[config.mk]
export PLATFORM = sky130hd
export DESIGN_NAME = bcd_rtc_core
export DESIGN_NICKNAME = d
export VERILOG_FILES = /design/src/rtl/rtc_pkg.sv /design/src/rtl/rtc_guard.sv /design/src/rtl/rtc_timekeeper.sv /design/src/rtl/rtc_readmux.sv /design/src/rtl/bcd_rtc_core.sv
export SDC_FILE = /design/constraint.sdc
export NUM_CORES = 1
export LEC_CHECK = 0
export BUFFER_PORTS_ARGS = -buffer_cell sky130_fd_sc_hd__buf_2
export CORE_MARGIN = 2
export CORE_UTILIZATION = 60
export DETAILED_ROUTE_END_ITERATION = 7
export PLACE_DENSITY = 0.85
export SLEW_MARGIN = 10
export SYNTH_ARGS = -nofsm -noshare
export SYNTH_HDL_FRONTEND = slang
export SYNTH_SLANG_ARGS = --single-unit
[constraint.sdc]
create_clock -name clk -period 4.3 [get_ports clk]
set_input_delay 0.86 -clock clk [delete_from_list [all_inputs] [get_ports clk]]
set_output_delay 0.86 -clock clk [all_outputs]
set_load 0.01 [all_outputs]
[src/rtl/rtc_pkg.sv]
package rtc_pkg;

    localparam int BYTE_W        = 8;
    localparam int NUM_TIME_REGS = 8;
    localparam int IDX_W         = $clog2(NUM_TIME_REGS);

    typedef logic [BYTE_W-1:0] byte_t;

    // Position of each time byte within its eight-byte window.
    typedef enum logic [IDX_W-1:0] {
        IX_SEC  = 3'd0,
        IX_MIN  = 3'd1,
        IX_HOUR = 3'd2,
        IX_MDAY = 3'd3,
        IX_MON  = 3'd4,
        IX_YEAR = 3'd5,
        IX_WDAY = 3'd6,
        IX_CENT = 3'd7
    } time_idx_e;

    typedef struct packed {
        byte_t sec;
        byte_t mins;
        byte_t hour;
        byte_t mday;
        byte_t mon;
        byte_t year;
        byte_t wday;
        byte_t cent;
    } rtc_time_t;

    typedef struct packed {
        logic reg_en;
        logic latch_en;
        logic fail;
    } rtc_status_t;

    localparam byte_t ARM_FIRST  = 8'h02;
    localparam byte_t ARM_SECOND = 8'h06;

    localparam int HOUR_MODE_BIT = 7;
    localparam int HOUR_PM_BIT   = 5;

    function automatic byte_t bcd_inc(byte_t v);
        byte_t r;
        if (v[3:0] == 4'd9) r = {v[7:4] + 4'd1, 4'd0};
        else                r = {v[7:4], v[3:0] + 4'd1};
        return r;
    endfunction

    function automatic logic [6:0] bcd_to_bin(byte_t v);
        return 7'(v[7:4]) * 7'd10 + 7'(v[3:0]);
    endfunction

    // Gregorian leap test using the two BCD year bytes.
    function automatic logic is_leap(byte_t year, byte_t cent);
        logic [6:0] yb;
        logic [6:0] cb;
        yb = bcd_to_bin(year);
        cb = bcd_to_bin(cent);
        if (yb != 7'd0) return yb[1:0] == 2'b00;
        return cb[1:0] == 2'b00;
    endfunction

    function automatic byte_t month_len(byte_t mon, logic leap);
        byte_t n;
        case (mon)
            8'h02:                      n = leap ? 8'h29 : 8'h28;
            8'h04, 8'h06, 8'h09, 8'h11: n = 8'h30;
            default:                    n = 8'h31;
        endcase
        return n;
    endfunction

    // Returns {day_carry, next_hour_byte} for either hour mode.
    function automatic logic [BYTE_W:0] hour_step(byte_t h);
        byte_t inc;
        byte_t nh;
        logic  carry;
        nh    = h;
        carry = 1'b0;
        inc   = 8'h00;
        if (h[HOUR_MODE_BIT]) begin
            if (h[5:0] == 6'h23) begin
                nh[5:0] = 6'h00;
                carry   = 1'b1;
            end else begin
                inc     = bcd_inc({2'b00, h[5:0]});
                nh[5:0] = inc[5:0];
            end
        end else begin
            if (h[4:0] == 5'h12) begin
                nh[4:0] = 5'h01;
            end else if (h[4:0] == 5'h11) begin
                nh[4:0]          = 5'h12;
                nh[HOUR_PM_BIT]  = ~h[HOUR_PM_BIT];
                carry            = h[HOUR_PM_BIT];
            end else begin
                inc     = bcd_inc({3'b000, h[4:0]});
                nh[4:0] = inc[4:0];
            end
        end
        return {carry, nh};
    endfunction

    function automatic rtc_time_t reset_time(byte_t cent);
        rtc_time_t t;
        t.sec  = 8'h00;
        t.mins = 8'h00;
        t.hour = 8'h80;
        t.mday = 8'h01;
        t.mon  = 8'h01;
        t.year = 8'h00;
        t.wday = 8'h00;
        t.cent = cent;
        return t;
    endfunction

    function automatic byte_t time_byte(rtc_time_t t, logic [IDX_W-1:0] i);
        byte_t b;
        case (time_idx_e'(i))
            IX_SEC:  b = t.sec;
            IX_MIN:  b = t.mins;
            IX_HOUR: b = t.hour;
            IX_MDAY: b = t.mday;
            IX_MON:  b = t.mon;
            IX_YEAR: b = t.year;
            IX_WDAY: b = t.wday;
            IX_CENT: b = t.cent;
        endcase
        return b;
    endfunction

endpackage

[src/rtl/rtc_guard.sv]
module rtc_guard
    import rtc_pkg::*;
(
    input  logic        clk,
    input  logic        rst,
    input  logic        st_wr,
    input  byte_t       st_wdata,
    input  logic        cent_loaded,
    output logic        unlocked,
    output rtc_status_t status
);

    rtc_status_t st_q;

    always_ff @(posedge clk) begin
        if (rst) begin
            st_q.fail     <= 1'b1;
            st_q.latch_en <= 1'b0;
            st_q.reg_en   <= 1'b0;
        end else begin
            if (st_wr) begin
                if (st_wdata == ARM_FIRST) begin
                    st_q.latch_en <= 1'b1;
                    st_q.reg_en   <= 1'b0;
                end else if (st_wdata == ARM_SECOND && st_q.latch_en) begin
                    st_q.reg_en   <= 1'b1;
                end else begin
                    st_q.latch_en <= 1'b0;
                    st_q.reg_en   <= 1'b0;
                end
            end
            if (cent_loaded) st_q.fail <= 1'b0;
        end
    end

    assign unlocked = st_q.latch_en & st_q.reg_en;
    assign status   = st_q;

    // register-enable can only rise while latch-enable was already set
    a_r3_second_needs_first: assert property (@(posedge clk) disable iff (rst)
        $rose(st_q.reg_en) |-> $past(st_q.latch_en));

    // the second step without the first leaves register-enable clear
    a_r3_skip_stays_locked: assert property (@(posedge clk) disable iff (rst)
        (st_wr && st_wdata == ARM_SECOND && !st_q.latch_en) |=> !st_q.reg_en);

    // clock-fail never rises outside reset
    a_r5_fail_no_rise: assert property (@(posedge clk) disable iff (rst)
        !$rose(st_q.fail));

endmodule

[src/rtl/rtc_timekeeper.sv]
module rtc_timekeeper
    import rtc_pkg::*;
#(
    parameter byte_t RST_CENT = 8'h20
) (
    input  logic             clk,
    input  logic             rst,
    input  logic             tick,
    input  logic             wr_en,
    input  logic [IDX_W-1:0] wr_idx,
    input  byte_t            wr_data,
    output rtc_time_t        now
);

    rtc_time_t cur;
    rtc_time_t nxt;

    logic          sec_wrap, min_wrap, day_wrap, mon_wrap, yr_wrap, cent_wrap;
    logic          hr_carry, leap;
    byte_t         hr_next;
    logic          adv_min, adv_hr, adv_day, adv_mon, adv_yr, adv_cent;

    always_comb begin
        {hr_carry, hr_next} = hour_step(cur.hour);
        leap      = is_leap(cur.year, cur.cent);
        sec_wrap  = cur.sec  == 8'h59;
        min_wrap  = cur.mins == 8'h59;
        day_wrap  = cur.mday == month_len(cur.mon, leap);
        mon_wrap  = cur.mon  == 8'h12;
        yr_wrap   = cur.year == 8'h99;
        cent_wrap = cur.cent == 8'h99;

        adv_min  = sec_wrap;
        adv_hr   = adv_min & min_wrap;
        adv_day  = adv_hr  & hr_carry;
        adv_mon  = adv_day & day_wrap;
        adv_yr   = adv_mon & mon_wrap;
        adv_cent = adv_yr  & yr_wrap;

        nxt     = cur;
        nxt.sec = sec_wrap ? 8'h00 : bcd_inc(cur.sec);
        if (adv_min) nxt.mins = min_wrap ? 8'h00 : bcd_inc(cur.mins);
        if (adv_hr)  nxt.hour = hr_next;
        if (adv_day) begin
            nxt.mday = day_wrap ? 8'h01 : bcd_inc(cur.mday);
            nxt.wday = (cur.wday[2:0] >= 3'd6) ? 8'h00
                                               : {5'b0, cur.wday[2:0] + 3'd1};
        end
        if (adv_mon)  nxt.mon  = mon_wrap  ? 8'h01 : bcd_inc(cur.mon);
        if (adv_yr)   nxt.year = yr_wrap   ? 8'h00 : bcd_inc(cur.year);
        if (adv_cent) nxt.cent = cent_wrap ? 8'h00 : bcd_inc(cur.cent);
    end

    // A host write wins over a tick arriving in the same cycle.
    always_ff @(posedge clk) begin
        if (rst) begin
            cur <= reset_time(RST_CENT);
        end else if (wr_en) begin
            case (time_idx_e'(wr_idx))
                IX_SEC:  cur.sec  <= wr_data;
                IX_MIN:  cur.mins <= wr_data;
                IX_HOUR: cur.hour <= wr_data;
                IX_MDAY: cur.mday <= wr_data;
                IX_MON:  cur.mon  <= wr_data;
                IX_YEAR: cur.year <= wr_data;
                IX_WDAY: cur.wday <= {5'b0, wr_data[2:0]};
                IX_CENT: cur.cent <= wr_data;
            endcase
        end else if (tick) begin
            cur <= nxt;
        end
    end

    assign now = cur;

    // seconds wrap to zero on a tick
    a_r6_sec_wrap: assert property (@(posedge clk) disable iff (rst)
        (tick && !wr_en && cur.sec == 8'h59) |=> (cur.sec == 8'h00));

    // year wrap moves the century
    a_r10_year_into_cent: assert property (@(posedge clk) disable iff (rst)
        (tick && !wr_en && adv_yr && cur.year == 8'h99)
            |=> (cur.year == 8'h00 && cur.cent != $past(cur.cent)));

    // day of week stays within 0..6 across a carry from 6
    a_r11_wday_wrap: assert property (@(posedge clk) disable iff (rst)
        (tick && !wr_en && adv_day && cur.wday == 8'h06) |=> (cur.wday == 8'h00));

    // write and tick together leave the seconds at the written value
    a_r13_write_wins: assert property (@(posedge clk) disable iff (rst)
        (tick && wr_en && wr_idx == IX_SEC) |=> (cur.sec == $past(wr_data)));

endmodule

[src/rtl/rtc_readmux.sv]
module rtc_readmux
    import rtc_pkg::*;
#(
    parameter int                ADDR_W    = 16,
    parameter logic [ADDR_W-1:0] CLK_BASE  = 16'h0030,
    parameter logic [ADDR_W-1:0] STAT_ADDR = 16'h003F
) (
    input  logic              clk,
    input  logic              rst,
    input  logic              rd,
    input  logic [ADDR_W-1:0] addr,
    input  rtc_time_t         now,
    input  rtc_status_t       status,
    output byte_t             rdata
);

    byte_t sel;
    logic  hit;

    always_comb begin
        hit = 1'b0;
        sel = 8'h00;
        if (addr[ADDR_W-1:IDX_W] == CLK_BASE[ADDR_W-1:IDX_W]) begin
            hit = 1'b1;
            sel = time_byte(now, addr[IDX_W-1:0]);
        end else if (addr == STAT_ADDR) begin
            hit = 1'b1;
            sel = {5'b0, status};
        end
    end

    always_ff @(posedge clk) begin
        if (rst)     rdata <= 8'h00;
        else if (rd) rdata <= sel;
    end

    // unmapped reads return zero
    a_r12_unmapped_zero: assert property (@(posedge clk) disable iff (rst)
        (rd && !hit) |=> (rdata == 8'h00));

    // read data holds between reads
    a_r1_hold: assert property (@(posedge clk) disable iff (rst)
        !rd |=> $stable(rdata));

endmodule

[src/rtl/bcd_rtc_core.sv]
module bcd_rtc_core
    import rtc_pkg::*;
#(
    parameter int                ADDR_W    = 16,
    parameter logic [ADDR_W-1:0] CLK_BASE  = 16'h0030,
    parameter logic [ADDR_W-1:0] STAT_ADDR = 16'h003F,
    parameter logic [7:0]        RST_CENT  = 8'h20
) (
    input  logic              clk,
    input  logic              rst,
    input  logic              tick_1hz,
    input  logic              host_wr,
    input  logic              host_rd,
    input  logic [ADDR_W-1:0] host_addr,
    input  logic [7:0]        host_wdata,
    output logic [7:0]        host_rdata
);

    localparam int WIN_HI = ADDR_W - 1;

    logic        in_window;
    logic        unlocked;
    logic        time_wr_ok;
    logic        st_wr;
    logic        cent_loaded;
    rtc_status_t status;
    rtc_time_t   now_time;

    assign in_window   = host_addr[WIN_HI:IDX_W] == CLK_BASE[WIN_HI:IDX_W];
    assign time_wr_ok  = host_wr && in_window && unlocked;
    assign st_wr       = host_wr && (host_addr == STAT_ADDR);
    assign cent_loaded = time_wr_ok && (host_addr[IDX_W-1:0] == IX_CENT);

    rtc_guard u_guard (
        .clk         (clk),
        .rst         (rst),
        .st_wr       (st_wr),
        .st_wdata    (host_wdata),
        .cent_loaded (cent_loaded),
        .unlocked    (unlocked),
        .status      (status)
    );

    rtc_timekeeper #(
        .RST_CENT (RST_CENT)
    ) u_time (
        .clk     (clk),
        .rst     (rst),
        .tick    (tick_1hz),
        .wr_en   (time_wr_ok),
        .wr_idx  (host_addr[IDX_W-1:0]),
        .wr_data (host_wdata),
        .now     (now_time)
    );

    rtc_readmux #(
        .ADDR_W    (ADDR_W),
        .CLK_BASE  (CLK_BASE),
        .STAT_ADDR (STAT_ADDR)
    ) u_rd (
        .clk    (clk),
        .rst    (rst),
        .rd     (host_rd),
        .addr   (host_addr),
        .now    (now_time),
        .status (status),
        .rdata  (host_rdata)
    );

    // with no tick and no accepted write, the time bytes do not move
    a_r4_locked_hold: assert property (@(posedge clk) disable iff (rst)
        (!tick_1hz && !(host_wr && in_window && unlocked)) |=> $stable(now_time));

    // a time write while locked leaves the seconds unchanged
    a_r4_locked_sec: assert property (@(posedge clk) disable iff (rst)
        (host_wr && !unlocked && !tick_1hz) |=> $stable(now_time.sec));

endmodule

==> flow_summary.toml <==
[status]
outcome = "completed"

[critical_path]
critical_path_class = "reg -> reg"
worstPathRequired_ns = 4.57
path_buf_inv = 1
reg2reg_slack_ns = 0.80
start_kind = "register"
crit_fanout = 7
critical_path_arrival_ns = 3.77
cpPeakStageDelay_ns = 0.50
critPathCaptureType = "register"
crit_top_cell = "ha_1"
crit_path_cell_trace = "ha_1 -> ha_1 -> inv_1 -> fa_1 -> nand2b_1 -> a2111oi_0 -> and3b_1 -> nor4_1 -> o2111ai_1 -> and3_1 -> a311oi_1"
path_delay_family = "compound AO/OA/AOI/OAI gates"
r2r_start = "u_time.now[21]"
cpMaxStageDelayCell = "fa_1"
rr_worst_depth = 11
r2r_end = "u_time.now[29]"

[detailed_routing]
final_antenna_net_count = 0
wire_per_inst_um = 21.1
viasPerCell = 7.10
drtIter0Drc = 698
routed_wl_um = 17600
first_pass_iters = 6
vias = 5931
drc = 0

[grt]
grt_usage_pct = 35.6
grt_pass1_wl_um = 28100
antenna_found_initial = 0
grt_max_degree = 63
grt_overflow = 0
grt_pass1_vias = 5572

[hold_path]
worstHoldStart = "u_guard.status[0]"
min_path_type = "reg -> reg"
hold_depth = 2
holdPathEnd = "u_guard.status[0]"

[floorplanning]
die_h_um = 99.4
die_x_um = 99.4
row_count = 34
core_area_um2 = 8760
pin_count = 37
start_util_pct = 62.3
die-area_um2 = 9880

[yosys]
yosysWarnings = 0
synth-main-ff-cell = "dfxtp_1"
synth_area_um2 = 5460
synth-edff-count = 0
synth_top_area_share_pct = 25.7
synthArstFlopShare_pct = 0
synth-seq-cells = 70
yosys.area_share.adder_pct = 7.84
synth-xor-area-share_pct = 0.642
yosys.area.top_type = "dfxtp_1"
synthTopCellsByArea = "dfxtp_1, ha_1, o21ai_0, a21oi_1, nor2_1"
ys_seq_area_share_pct = 25.7
synth_nets = 769
ys_types = 78
synthSimpleGateAreaFrac_pct = 27.2
postSynthCellCount = 707
synth_compound_area_share_pct = 28.1
synth_top_family_by_area = "compound AO/OA/AOI/OAI gates"
synth.area.mux_share_pct = 4.97
synth_area_per_cell_um2 = 7.72

[clock_network]
clk_pin_slew_worst_paths_ns = 0.09
clock-sinks = 70
htree_levels = 3
ctsResizeCount = 0
cts-root-buf = "clkbuf_8"
post-cts-setup-buffers = 0
cts_tree = "yes"
clk_latency_ns = 0.36
numCtsBuffers = 9
cts.path.max_buffers = 2
cts_hold_buf = 0

[pwr]
p_int_w = 0.00107
power.leakage_nw = 2.14
swShare_pct = 24.9
combPwrFrac_pct = 6.2
p_seq_share_pct = 46.0
irDropWorstVdd_uv = 184
clockPowerShare_pct = 47.8
p_switching_w = 0.000354
power.density_nw_per_um2 = 240

[sta]
finalSetupViolations = 0
finalHoldViolations = 0
tightestPinTransition_ns = 1.05
clock_skew_ns = 0.00668
slew_headroom_pct = 29.2
rsz0062_at_grt = "false"
whs_ns = 0.452
fin_crit_ns = 3.50
setup_tns_ns = 0
finalMaxSlewViolations = 0
period_share_pct = 81.4
max_clock_freq_mhz = 286

[final_layout]
seq_area_um2 = 1400
final_cell_mix = "dfxtp_1, o21ai_0, nor2_1, nand2_1, a21oi_1"
drive_gt1_share_pct = 12.4
multi_input_area_um2 = 3760
num_antenna_cells = 0
final_core_utilization_pct = 67.5
final_net_count = 784
mostFrequentLayoutCell = "dfxtp_1"
fillerInstances = 691
final_area_um2 = 5920
synthToLayoutAreaGrowth_pct = 8.37

[place]
place_area_um2 = 5670
detailed_place_hpwl_um = 12300
io_buffers = 36
place.gp.congestion = 1.03

[flow_run]
drv_cap = 0
==> metrics by stage <==
stage	total power, W	setup WS, ns	instances
6_report	0.00142	0.800	835
5_1_grt	0.00145	0.559	835
4_1_cts	0.00141	0.871	835
3_5_place_dp	0.000752	0.795	819
3_3_place_gp	0.000750	0.899	819
2_1_floorplan	0.000717	1.08	707
==> Yosys cell counts (5+ instances only) <==
| cell type | count |
|---|---|
| o2111ai_1 | 9 |
| a311oi_1 | 5 |
| and3_1 | 7 |
| nor3b_1 | 8 |
| o211ai_1 | 17 |
| buf_2 | 7 |
| nor2b_1 | 13 |
| mux2_2 | 7 |
| o31ai_1 | 7 |
| nand3_1 | 26 |
| inv_1 | 37 |
| nand2b_1 | 13 |
| clkbuf_1 | 28 |
| nor3_1 | 23 |
| a22oi_1 | 12 |
| dfxtp_1 | 70 |
| mux2i_1 | 17 |
| nand3b_1 | 12 |
| and2_1 | 8 |
| o21ai_0 | 67 |
| and4_1 | 5 |
| a21oi_1 | 48 |
| a211oi_1 | 14 |
| ha_1 | 31 |
| a31oi_1 | 5 |
| nor2_1 | 59 |
| nand2_1 | 58 |
| nor4_1 | 10 |
==> area by class of cell <==
class | instances | share of cell area (%)
Clock inverter | 7 | 2.05
Multi-Input combinational cell | 560 | 63.5
Clock buffer | 9 | 2.09
Inverter | 38 | 2.41
Sequential cell | 70 | 23.7
Timing Repair Buffer | 43 | 3.93
Tap cell | 108 | 2.28
==> state kept, by name, summed over array words and instances, names as in the netlist <==
name / cells
u_guard.status: 3
u_time.now: 59
u_rd.rdata: 8
==> worst min-delay path: cells and delay by family (launching register included) <==
family        cells  cell delay (ns)
flops             1             0.32
simple gates      2             0.09
==> power by group through the flow <==
stage / Clock (W) / Sequential [W] / Combinational (W)
2_1_floorplan: 0 / 0.000669 / 0.0000478
6_report: 0.000680 / 0.000654 / 0.0000875
3_5_place_dp: 0 / 0.000669 / 0.0000834
5_1_grt: 0.000703 / 0.000654 / 0.0000931
4_1_cts: 0.000678 / 0.000654 / 0.0000835
3_3_place_gp: 0 / 0.000669 / 0.0000808
==> worst max path at each step <==
| stage | from | to | cells past startpoint |
|---|---|---|---|
| 5_1_grt | u_time.now[20] | u_time.now[29] | 11 |
| 3_3_place_gp | host_addr[12] | u_time.now[55] | 9 |
| 6_report | u_time.now[21] | u_time.now[29] | 11 |
| 2_1_floorplan | u_time.now[21] | u_time.now[23] | 12 |
| 4_1_cts | u_time.now[21] | u_time.now[29] | 11 |
| 3_5_place_dp | host_addr[12] | u_time.now[55] | 9 |
==> layer usage <==
layer | vias up | share of wire, % | GRT usage [%]
li1 | 2665 | - | -
met5 | - | 0 | 0
met3 | 85 | 11 | 7.94
met4 | 0 | 4.9 | 17.7
met1 | 2769 | 40 | 47.2
met2 | 412 | 44 | 54.8
==> kinds of logic (layout without fill, tap and decap cells) <==
logic type / count (synthesis) / after routing
buf+inv: 77 / 97
flops: 70 / 70
mux: 25 / 25
xor+xnor: 4 / 4
simple gates: 271 / 271
compound gates: 227 / 227
fa+ha+maj: 33 / 33
(Power assumes the default switching activity.)
